$ cat src/rtl/lcd3w_pkg.sv
// Package: shared state types and command helpers for the three-wire
// display controller. Assumes a 7-bit display address space.
package lcd3w_pkg;

    typedef enum logic [2:0] {
        SH_IDLE, SH_LOW, SH_HIGH, SH_SETUP, SH_STB, SH_HOLD
    } sh_state_t;

    typedef enum logic [1:0] {
        ST_WAIT, ST_SEND, ST_IDLE
    } seq_state_t;

    localparam int unsigned INIT_LEN = 4;
    localparam logic [7:0]  CMD_CLEAR = 8'h01;

    // Start address of each display line (line 0..3).
    function automatic logic [6:0] line_base(input logic [1:0] line);
        case (line)
            2'd0:    return 7'h00;
            2'd1:    return 7'h40;
            2'd2:    return 7'h14;
            default: return 7'h54;
        endcase
    endfunction

    // Power-up command list; the order is the required sequence.
    function automatic logic [7:0] init_cmd(input logic [2:0] idx);
        case (idx)
            3'd0:    return 8'h38;
            3'd1:    return 8'h0C;
            3'd2:    return 8'h06;
            default: return CMD_CLEAR;
        endcase
    endfunction

endpackage

$ cat src/rtl/lcd3w_tick.sv
// Module: microsecond tick generator. Counts system clocks while run is
// high and pulses tick every DIV cycles. The count restarts from zero
// whenever run is low. Assumes CLK_HZ is a multiple of 1 MHz, at least 1 MHz.
module lcd3w_tick #(
    parameter int unsigned CLK_HZ = 50_000_000
) (
    input  logic clk,
    input  logic rst_n,
    input  logic run,
    output logic tick
);
    localparam int unsigned DIV = CLK_HZ / 1_000_000;
    localparam int unsigned CW  = (DIV > 1) ? $clog2(DIV) : 1;

    logic [CW-1:0] cnt;

    assign tick = run && (cnt == CW'(DIV - 1));

    // Advance the divider, wrapping on each tick.
    always_ff @(posedge clk) begin
        if (!rst_n || !run) begin
            cnt <= '0;
        end else if (tick) begin
            cnt <= '0;
        end else begin
            cnt <= cnt + 1'b1;
        end
    end
endmodule

$ cat src/rtl/lcd3w_shifter.sv
// Module: serialiser for one byte. On start it loads the byte and the
// register-select flag. It shifts eight bits MSB first, each with a low and a
// high clock phase. It then drives the clock line with the select level for a
// setup, a strobe and a hold phase. Every phase lasts PHASE_CYC cycles. done
// pulses in the last cycle. Assumes start only while busy is low.
module lcd3w_shifter
    import lcd3w_pkg::*;
#(
    parameter int unsigned PHASE_CYC = 4
) (
    input  logic       clk,
    input  logic       rst_n,
    input  logic       start,
    input  logic [7:0] byte_i,
    input  logic       rs_i,
    output logic       dat_o,
    output logic       sclk_o,
    output logic       stb_o,
    output logic       busy_o,
    output logic       done_o
);
    localparam int unsigned PW = (PHASE_CYC > 1) ? $clog2(PHASE_CYC) : 1;

    sh_state_t   st;
    logic [7:0]  sr;
    logic        rs_q;
    logic [2:0]  bit_cnt;
    logic [PW-1:0] pcnt;
    logic        last;

    assign last   = (pcnt == PW'(PHASE_CYC - 1));
    assign busy_o = (st != SH_IDLE);
    assign done_o = (st == SH_HOLD) && last;

    // Output lines decoded from the phase.
    always_comb begin
        dat_o  = (st == SH_LOW || st == SH_HIGH) ? sr[7] : 1'b0;
        stb_o  = (st == SH_STB);
        case (st)
            SH_HIGH:                  sclk_o = 1'b1;
            SH_SETUP, SH_STB, SH_HOLD: sclk_o = rs_q;
            default:                  sclk_o = 1'b0;
        endcase
    end

    // Phase sequencer: bit loop, then select/strobe window.
    always_ff @(posedge clk) begin
        if (!rst_n) begin
            st      <= SH_IDLE;
            sr      <= '0;
            rs_q    <= 1'b0;
            bit_cnt <= '0;
            pcnt    <= '0;
        end else begin
            pcnt <= (st == SH_IDLE || last) ? '0 : pcnt + 1'b1;
            case (st)
                SH_IDLE: if (start) begin
                    sr      <= byte_i;
                    rs_q    <= rs_i;
                    bit_cnt <= '0;
                    st      <= SH_LOW;
                end
                SH_LOW:  if (last) st <= SH_HIGH;
                SH_HIGH: if (last) begin
                    if (bit_cnt == 3'd7) begin
                        st <= SH_SETUP;
                    end else begin
                        sr      <= {sr[6:0], 1'b0};
                        bit_cnt <= bit_cnt + 1'b1;
                        st      <= SH_LOW;
                    end
                end
                SH_SETUP: if (last) st <= SH_STB;
                SH_STB:   if (last) st <= SH_HOLD;
                SH_HOLD:  if (last) st <= SH_IDLE;
                default:  st <= SH_IDLE;
            endcase
        end
    end

    // data may not move across the rising clock edge of a bit.
    p_dat_stable_rise_r2: assert property (@(posedge clk) disable iff (!rst_n)
        (st == SH_HIGH && pcnt == '0) |-> $stable(dat_o));
    // while the strobe is high, the clock line carries the select level.
    p_clk_is_rs_r3: assert property (@(posedge clk) disable iff (!rst_n)
        stb_o |-> (sclk_o == rs_q && !dat_o));
    // a strobe rise is always preceded by the setup phase.
    p_stb_after_setup_r4: assert property (@(posedge clk) disable iff (!rst_n)
        $rose(stb_o) |-> ($past(st) == SH_SETUP));
endmodule

$ cat src/rtl/lcd3w_ctrl.sv
// Module: top of the three-wire display controller. It sequences the
// power-up wait and the init commands, then serves client requests with a
// valid/ready handshake. Cursor requests become position commands. After
// each byte it waits the settling time. Assumes BYTE_US, CLR_US >= 1 and
// both at most PWRUP_US.
module lcd3w_ctrl
    import lcd3w_pkg::*;
#(
    parameter int unsigned CLK_HZ    = 50_000_000,
    parameter int unsigned PWRUP_US  = 100_000,
    parameter int unsigned CLR_US    = 2_000,
    parameter int unsigned BYTE_US   = 40,
    parameter int unsigned PHASE_CYC = 25,
    parameter int unsigned COL_W     = 5
) (
    input  logic             clk,
    input  logic             rst_n,
    input  logic             in_valid,
    output logic             in_ready,
    input  logic [7:0]       in_byte,
    input  logic             in_rs,
    input  logic             in_goto,
    input  logic [1:0]       in_line,
    input  logic [COL_W-1:0] in_col,
    output logic             lcd_dat,
    output logic             lcd_clk,
    output logic             lcd_stb
);
    localparam int unsigned TW = $clog2(PWRUP_US + 1);

    seq_state_t  state;
    logic [TW-1:0] wcnt;
    logic [TW-1:0] target;
    logic [2:0]  init_idx;
    logic        us_tick;
    logic        wdone;
    logic        sh_start, sh_busy, sh_done;
    logic [7:0]  sh_byte;
    logic        sh_rs;

    assign in_ready = (state == ST_IDLE);
    assign wdone    = (state == ST_WAIT) && us_tick && (wcnt == target - 1'b1);

    lcd3w_tick #(.CLK_HZ(CLK_HZ)) u_tick (
        .clk   (clk),
        .rst_n (rst_n),
        .run   (state == ST_WAIT),
        .tick  (us_tick)
    );

    // Choose the next byte: init list, cursor command or client byte.
    always_comb begin
        sh_start = 1'b0;
        sh_byte  = init_cmd(init_idx);
        sh_rs    = 1'b0;
        if (state == ST_WAIT) begin
            sh_start = wdone && (init_idx < 3'(INIT_LEN));
        end else if (state == ST_IDLE) begin
            sh_start = in_valid;
            if (in_goto) begin
                sh_byte = {1'b1, line_base(in_line) + 7'(in_col)};
            end else begin
                sh_byte = in_byte;
                sh_rs   = in_rs;
            end
        end
    end

    lcd3w_shifter #(.PHASE_CYC(PHASE_CYC)) u_shift (
        .clk    (clk),
        .rst_n  (rst_n),
        .start  (sh_start),
        .byte_i (sh_byte),
        .rs_i   (sh_rs),
        .dat_o  (lcd_dat),
        .sclk_o (lcd_clk),
        .stb_o  (lcd_stb),
        .busy_o (sh_busy),
        .done_o (sh_done)
    );

    // Sequencer: wait -> send -> wait ..., then idle for the client.
    always_ff @(posedge clk) begin
        if (!rst_n) begin
            state    <= ST_WAIT;
            target   <= TW'(PWRUP_US);
            wcnt     <= '0;
            init_idx <= '0;
        end else begin
            case (state)
                ST_WAIT: begin
                    if (wdone) begin
                        wcnt <= '0;
                        if (sh_start) begin
                            init_idx <= init_idx + 1'b1;
                            state    <= ST_SEND;
                        end else begin
                            state    <= ST_IDLE;
                        end
                    end else if (us_tick) begin
                        wcnt <= wcnt + 1'b1;
                    end
                end
                ST_IDLE: if (sh_start) state <= ST_SEND;
                ST_SEND: if (sh_done) state <= ST_WAIT;
                default: state <= ST_IDLE;
            endcase
            if (sh_start) begin
                target <= (!sh_rs && sh_byte == CMD_CLEAR) ? TW'(CLR_US) : TW'(BYTE_US);
            end
        end
    end

    // ready only when the serialiser is free and the strobe is low.
    p_ready_line_free_r7: assert property (@(posedge clk) disable iff (!rst_n)
        in_ready |-> (!sh_busy && !lcd_stb));
    // an accepted request drops ready on the next cycle.
    p_accept_drops_ready_r7: assert property (@(posedge clk) disable iff (!rst_n)
        (in_valid && in_ready) |=> !in_ready);
    // the wait counter never passes its target.
    p_wait_in_range_r6: assert property (@(posedge clk) disable iff (!rst_n)
        (state == ST_WAIT) |-> (wcnt < target));
    // nothing is sent while the power-up wait or any wait runs.
    p_quiet_in_wait_r5: assert property (@(posedge clk) disable iff (!rst_n)
        (state == ST_WAIT) |-> (!lcd_dat && !lcd_clk && !lcd_stb));
endmodule

$ cat config.mk
export PLATFORM = sky130hd
export DESIGN_NAME = lcd3w_ctrl
export DESIGN_NICKNAME = d
export VERILOG_FILES = /design/src/rtl/lcd3w_pkg.sv /design/src/rtl/lcd3w_tick.sv /design/src/rtl/lcd3w_shifter.sv /design/src/rtl/lcd3w_ctrl.sv
export SDC_FILE = /design/constraint.sdc
export NUM_CORES = 1
export LEC_CHECK = 0
export BUFFER_PORTS_ARGS = -buffer_cell sky130_fd_sc_hd__buf_4
export CAP_MARGIN = 10
export CORE_MARGIN = 2
export CORE_UTILIZATION = 50
export CTS_BUF_LIST = sky130_fd_sc_hd__clkbuf_4 sky130_fd_sc_hd__clkbuf_8
export DETAILED_ROUTE_END_ITERATION = 10
export PLACE_DENSITY = 0.68
export SLEW_MARGIN = 20
export SYNTH_ARGS = -nofsm -noshare
export SYNTH_HDL_FRONTEND = slang
export SYNTH_SLANG_ARGS = --single-unit
$ cat constraint.sdc
create_clock -name clk -period 9.4 [get_ports clk]
set_input_delay 0 -clock clk [delete_from_list [all_inputs] [get_ports clk]]
set_output_delay 0 -clock clk [all_outputs]
set_load 0.01 [all_outputs]
==> results.md <==
GRT:
- The first-pass GRT wire length is roughly 12 mm.
- The number of antenna violations at the first check in global routing was 0.
- For this run, global-route usage on met3 was measured as 0.0328.
- In the global route stage, overall resource usage came out at 0.201.
- Entering global routing, the biggest net connects 20 pins.
- For this run the aggregate overflow at the end of global routing stands at 0.
- In this run the most used layer during global routing was met2.
- The via count of the first global-routing pass was approximately 2.6k.
- The met2 track demand over resource in global routing is 0.326.
- For met1 alone, demand over resource in global routing was 0.285.

Yosys:
- The most used flip-flop cell after synthesis is sky130_fd_sc_hd__dfxtp_1.
- The fraction of registers with async set or reset after synthesis is 0.
- The area share of the largest cell type after synthesis is 0.337.
- The commonest cells after synthesis are sky130_fd_sc_hd__dfxtp_1 (53), sky130_fd_sc_hd__nor2_1 (45), sky130_fd_sc_hd__nand2_1 (33).
- The count of different cell masters after synthesis is between 50 and 60.
- sky130_fd_sc_hd__dfxtp_1 is the most common cell in the netlist.
- The number of warnings reported in the yosys synthesis log is 0.
- The synthesized netlist occupies a cell area of around 3100 µm².
- The library cell occupying the most area in the post-synthesis netlist is sky130_fd_sc_hd__dfxtp_1.
- Counting every net in the synthesized netlist gives 424.
- By area the synthesized netlist is led by sky130_fd_sc_hd__dfxtp_1 (34%), sky130_fd_sc_hd__ha_1 (7.2%), sky130_fd_sc_hd__nor2_1 (5.4%).
- Dividing the synthesized area by the synthesized cell count gives approximately 8 µm².
- The synthesized design contains 0 enable-type register cells.
- The gate count after technology mapping is between 300 and 400.
- The post-synthesis sequential element count is 53.
- The sequential area share after synthesis is 0.337.

Floorplan:
- The number of rows in the core area is 28.
- The area of the core region is approximately 6000 µm².
- The x dimension of the die is between 80 and 90 µm.
- The die footprint is 6950 µm².
- The floorplan step set the die height to around 83 µm.
- The total I/O pin count is 24.
- The initial utilization of the core area, before any placement, comes to 0.525.

Worst setup path:
- The data required time of the critical path is 9.61 ns.
- The critical path start-end classification is flop to flop.
- The critical-path maximum fanout is 10.
- STA classifies the critical path startpoint as a flop.
- The endpoint class of the critical path is a flop.
- Data arrives at the worst endpoint at ~3.4 ns.
- The slack of the worst reg-to-reg path is approximately 6.2 ns.

CTS:
- In this run, CTS created clock tree buffers numbering 5.
- The number of levels in the clock H-tree is 2.
- The insertion delay to the later sink of the worst-skew pair is ~0.30 ns.
- In this run the post-CTS setup repair buffer count came out at 0.
- The clock root buffer master is sky130_fd_sc_hd__clkbuf_8.
- The TritonCTS clock tree is yes.
- The clock net in this run drives a total of 53 sinks.
- The clock passes through at most 2 buffers.
- The post-CTS clock slew at the launch and capture registers of the worst setup and hold paths is 0.10 ns.
- The number of gates resized after CTS was 0.

Route:
- The first detailed-routing pass ran for 4 iterations.
- In this run the remaining antenna-violating nets after routing total 0.
- In the routed design, unresolved DRC markers number 0.
- In this run, the number of DRC markers left after iteration 0 of detailed routing was approximately 150.
- For this block, the via count after detailed routing is between 2k and 3k.
- After detailed routing, the total wire length is 6.70 mm.
- In the routed layout, each cell is associated on average with a via count of approximately 5.8.
- The detail-routed net length per standard cell is 14.2 µm.

Place:
- The congestion estimate from routability-driven global placement came to just over 0.9.
- The area of placed instances is about 3300 µm².
- During placement, the flow inserted port buffers numbering 23.
- The final HPWL from detailed placement is about 5 mm.

Power and ir drop:
- The leakage power summed over all cells is roughly 1.3 nW.
- Of the total power, the clock network draws 0.352.
- The net switching power is 0.0000884 W.
- The internal portion of the total power is 0.000291 W.
- Of the total power, the share spent switching nets is 0.233.
- Of the total power, registers draw 0.596.
- The share of total power dissipated in combinational logic is 0.051.
- The total power divided by cell area is between 100 and 150 nW/µm².
- VDD sags by at most roughly 76 µV.

Timing:
- The tightest hold margin is between 0.07 and 0.08 ns.
- The transition time of the tightest slew-check pin is between 0.6 and 0.7 ns.
- The total negative setup slack is 0 ns.
- For the finished layout, the period the worst path requires is roughly 3.2 ns.
- The final period utilization is 0.338.
- The worst relative slew slack is 0.557.
- Setup repair after global routing left no endpoint under its margin.
- The highest clock frequency the design can meet is between 0.3 and 0.4 GHz.
- Setup violations remaining at the end of the flow were counted as 0.
- The number of max-slew violations in the final report is 0.
- The maximum clock skew at final layout is 0.00761 ns.
- The number of hold violations in the final report is 0.

Finish:
- The number of antenna diodes in the final layout is 0.
- Of the cells placed in the final design, the portion with a size suffix greater than 1 is 0.111.
- Relative to the synthesized area, the layout overhead comes to 8.15%.
- After routing the design area is 3400 µm².
- The number of nets at the end of the flow is ~430.

Min path:
- The worst hold path belongs to the class primary input to flop.

Job:
- The max-cap check violation count is 0.

Status:
- The flow ran to the end, and the final reports show no timing, DRC or antenna violations.
[metrics by stage]
stage          setup slack (ns)   util  total power (W)  instances
6_report                   6.23  0.568         0.000380        471
3_3_place_gp               6.35  0.552         0.000250        462
3_5_place_dp               6.27  0.552         0.000251        462
2_1_floorplan              6.46      -         0.000242        386
4_1_cts                    6.24  0.568         0.000383        471
5_1_grt                    5.99  0.568         0.000395        471
[power by group through the flow]
stage / combinational, W / clock (W) / sequential [W]
6_report: 0.0000195 / 0.000134 / 0.000226
5_1_grt: 0.0000219 / 0.000146 / 0.000227
4_1_cts: 0.0000196 / 0.000137 / 0.000226
3_5_place_dp: 0.0000191 / 0 / 0.000232
3_3_place_gp: 0.0000188 / 0 / 0.000232
2_1_floorplan: 0.0000103 / 0 / 0.000231
[timing repair]
| action | 4_1_cts | 5_1_grt |
|---|---|---|
| hold endpoints to repair | 2 | 0 |
| hold buffers | 1 | 0 |
| endpoints found under the setup margin | 0 | 0 |
[worst max-delay path, stage by stage (launching register included)]
cell and delay (ns):
sky130_fd_sc_hd__dfxtp_1 0.53, sky130_fd_sc_hd__inv_1 0.11, sky130_fd_sc_hd__ha_1 0.25, sky130_fd_sc_hd__o21ba_2 0.21, sky130_fd_sc_hd__a22oi_1 0.19, sky130_fd_sc_hd__a22oi_1 0.11
sky130_fd_sc_hd__or4_4 0.61, sky130_fd_sc_hd__nor4_4 0.47, sky130_fd_sc_hd__mux2_1 0.37, sky130_fd_sc_hd__a311oi_1 0.24
[cells by family (layout without fill, tap and decap cells)]
group / Yosys count / in the layout / share of synthesized area
buf+inv: 39 / 49 / 0.0552
flops: 53 / 53 / 0.337
xor+xnor: 31 / 31 / 0.0862
mux: 10 / 10 / 0.0330
fa+ha+maj: 18 / 18 / 0.0715
simple gates: 164 / 164 / 0.268
compound gates: 71 / 71 / 0.149
[path summary, 6_finish.rpt]
kind | endpoint | start | cells past startpoint
hold reg to reg | u_shift.sr[1] | u_shift.sr[1] | 2
setup reg to reg | state[0] | target[8] | 9
setup / recovery | state[0] | target[8] | 9
hold / removal | u_shift.rs_q | in_rs | 3
[sequential cells by signal, indices dropped and copies added, names as in the netlist]
signal           flops
u_shift.bit_cnt      3
u_shift.st           3
u_shift.sr           8
wcnt                17
u_tick.cnt           6
init_idx             3
u_shift.rs_q         1
target               5
u_shift.pcnt         5
state                2
[placed cells by master (no fill, tap or decap), types with 3 or more instances in the layout]
master and count:
sky130_fd_sc_hd__a21oi_1 17, sky130_fd_sc_hd__a22oi_1 4, sky130_fd_sc_hd__a31oi_1 3, sky130_fd_sc_hd__and3_1 9, sky130_fd_sc_hd__buf_4 23, sky130_fd_sc_hd__clkbuf_8 5, sky130_fd_sc_hd__dfxtp_1 53, sky130_fd_sc_hd__ha_1 18
sky130_fd_sc_hd__inv_1 16, sky130_fd_sc_hd__mux2i_1 7, sky130_fd_sc_hd__nand2_1 33, sky130_fd_sc_hd__nand3_1 28, sky130_fd_sc_hd__nand4_1 8, sky130_fd_sc_hd__nand4b_1 3, sky130_fd_sc_hd__nor2_1 45, sky130_fd_sc_hd__nor3_1 9
sky130_fd_sc_hd__o211ai_1 4, sky130_fd_sc_hd__o21ai_0 17, sky130_fd_sc_hd__o221ai_1 4, sky130_fd_sc_hd__o22ai_1 3, sky130_fd_sc_hd__o31ai_1 3, sky130_fd_sc_hd__or2_2 5, sky130_fd_sc_hd__or3_1 6, sky130_fd_sc_hd__xnor2_1 13
sky130_fd_sc_hd__xor2_1 18
[cell type report]
type,count,area (µm²)
fill,572,2590
clock buffer,6,76.3
timing repair buffer,24,183
clock inverter,2,13.8
tap,75,93.8
multi-input combinational,294,1910
inverter,17,63.8
sequential,53,1060
[layer usage]
layer / part of all wire / routed length (µm)
met5: 0 / 0
met4: 0.0073 / 49
met3: 0.036 / 243
met2: 0.46 / 3070
met1: 0.50 / 3340
No activity file was read; power rests on OpenSTA's default activity.
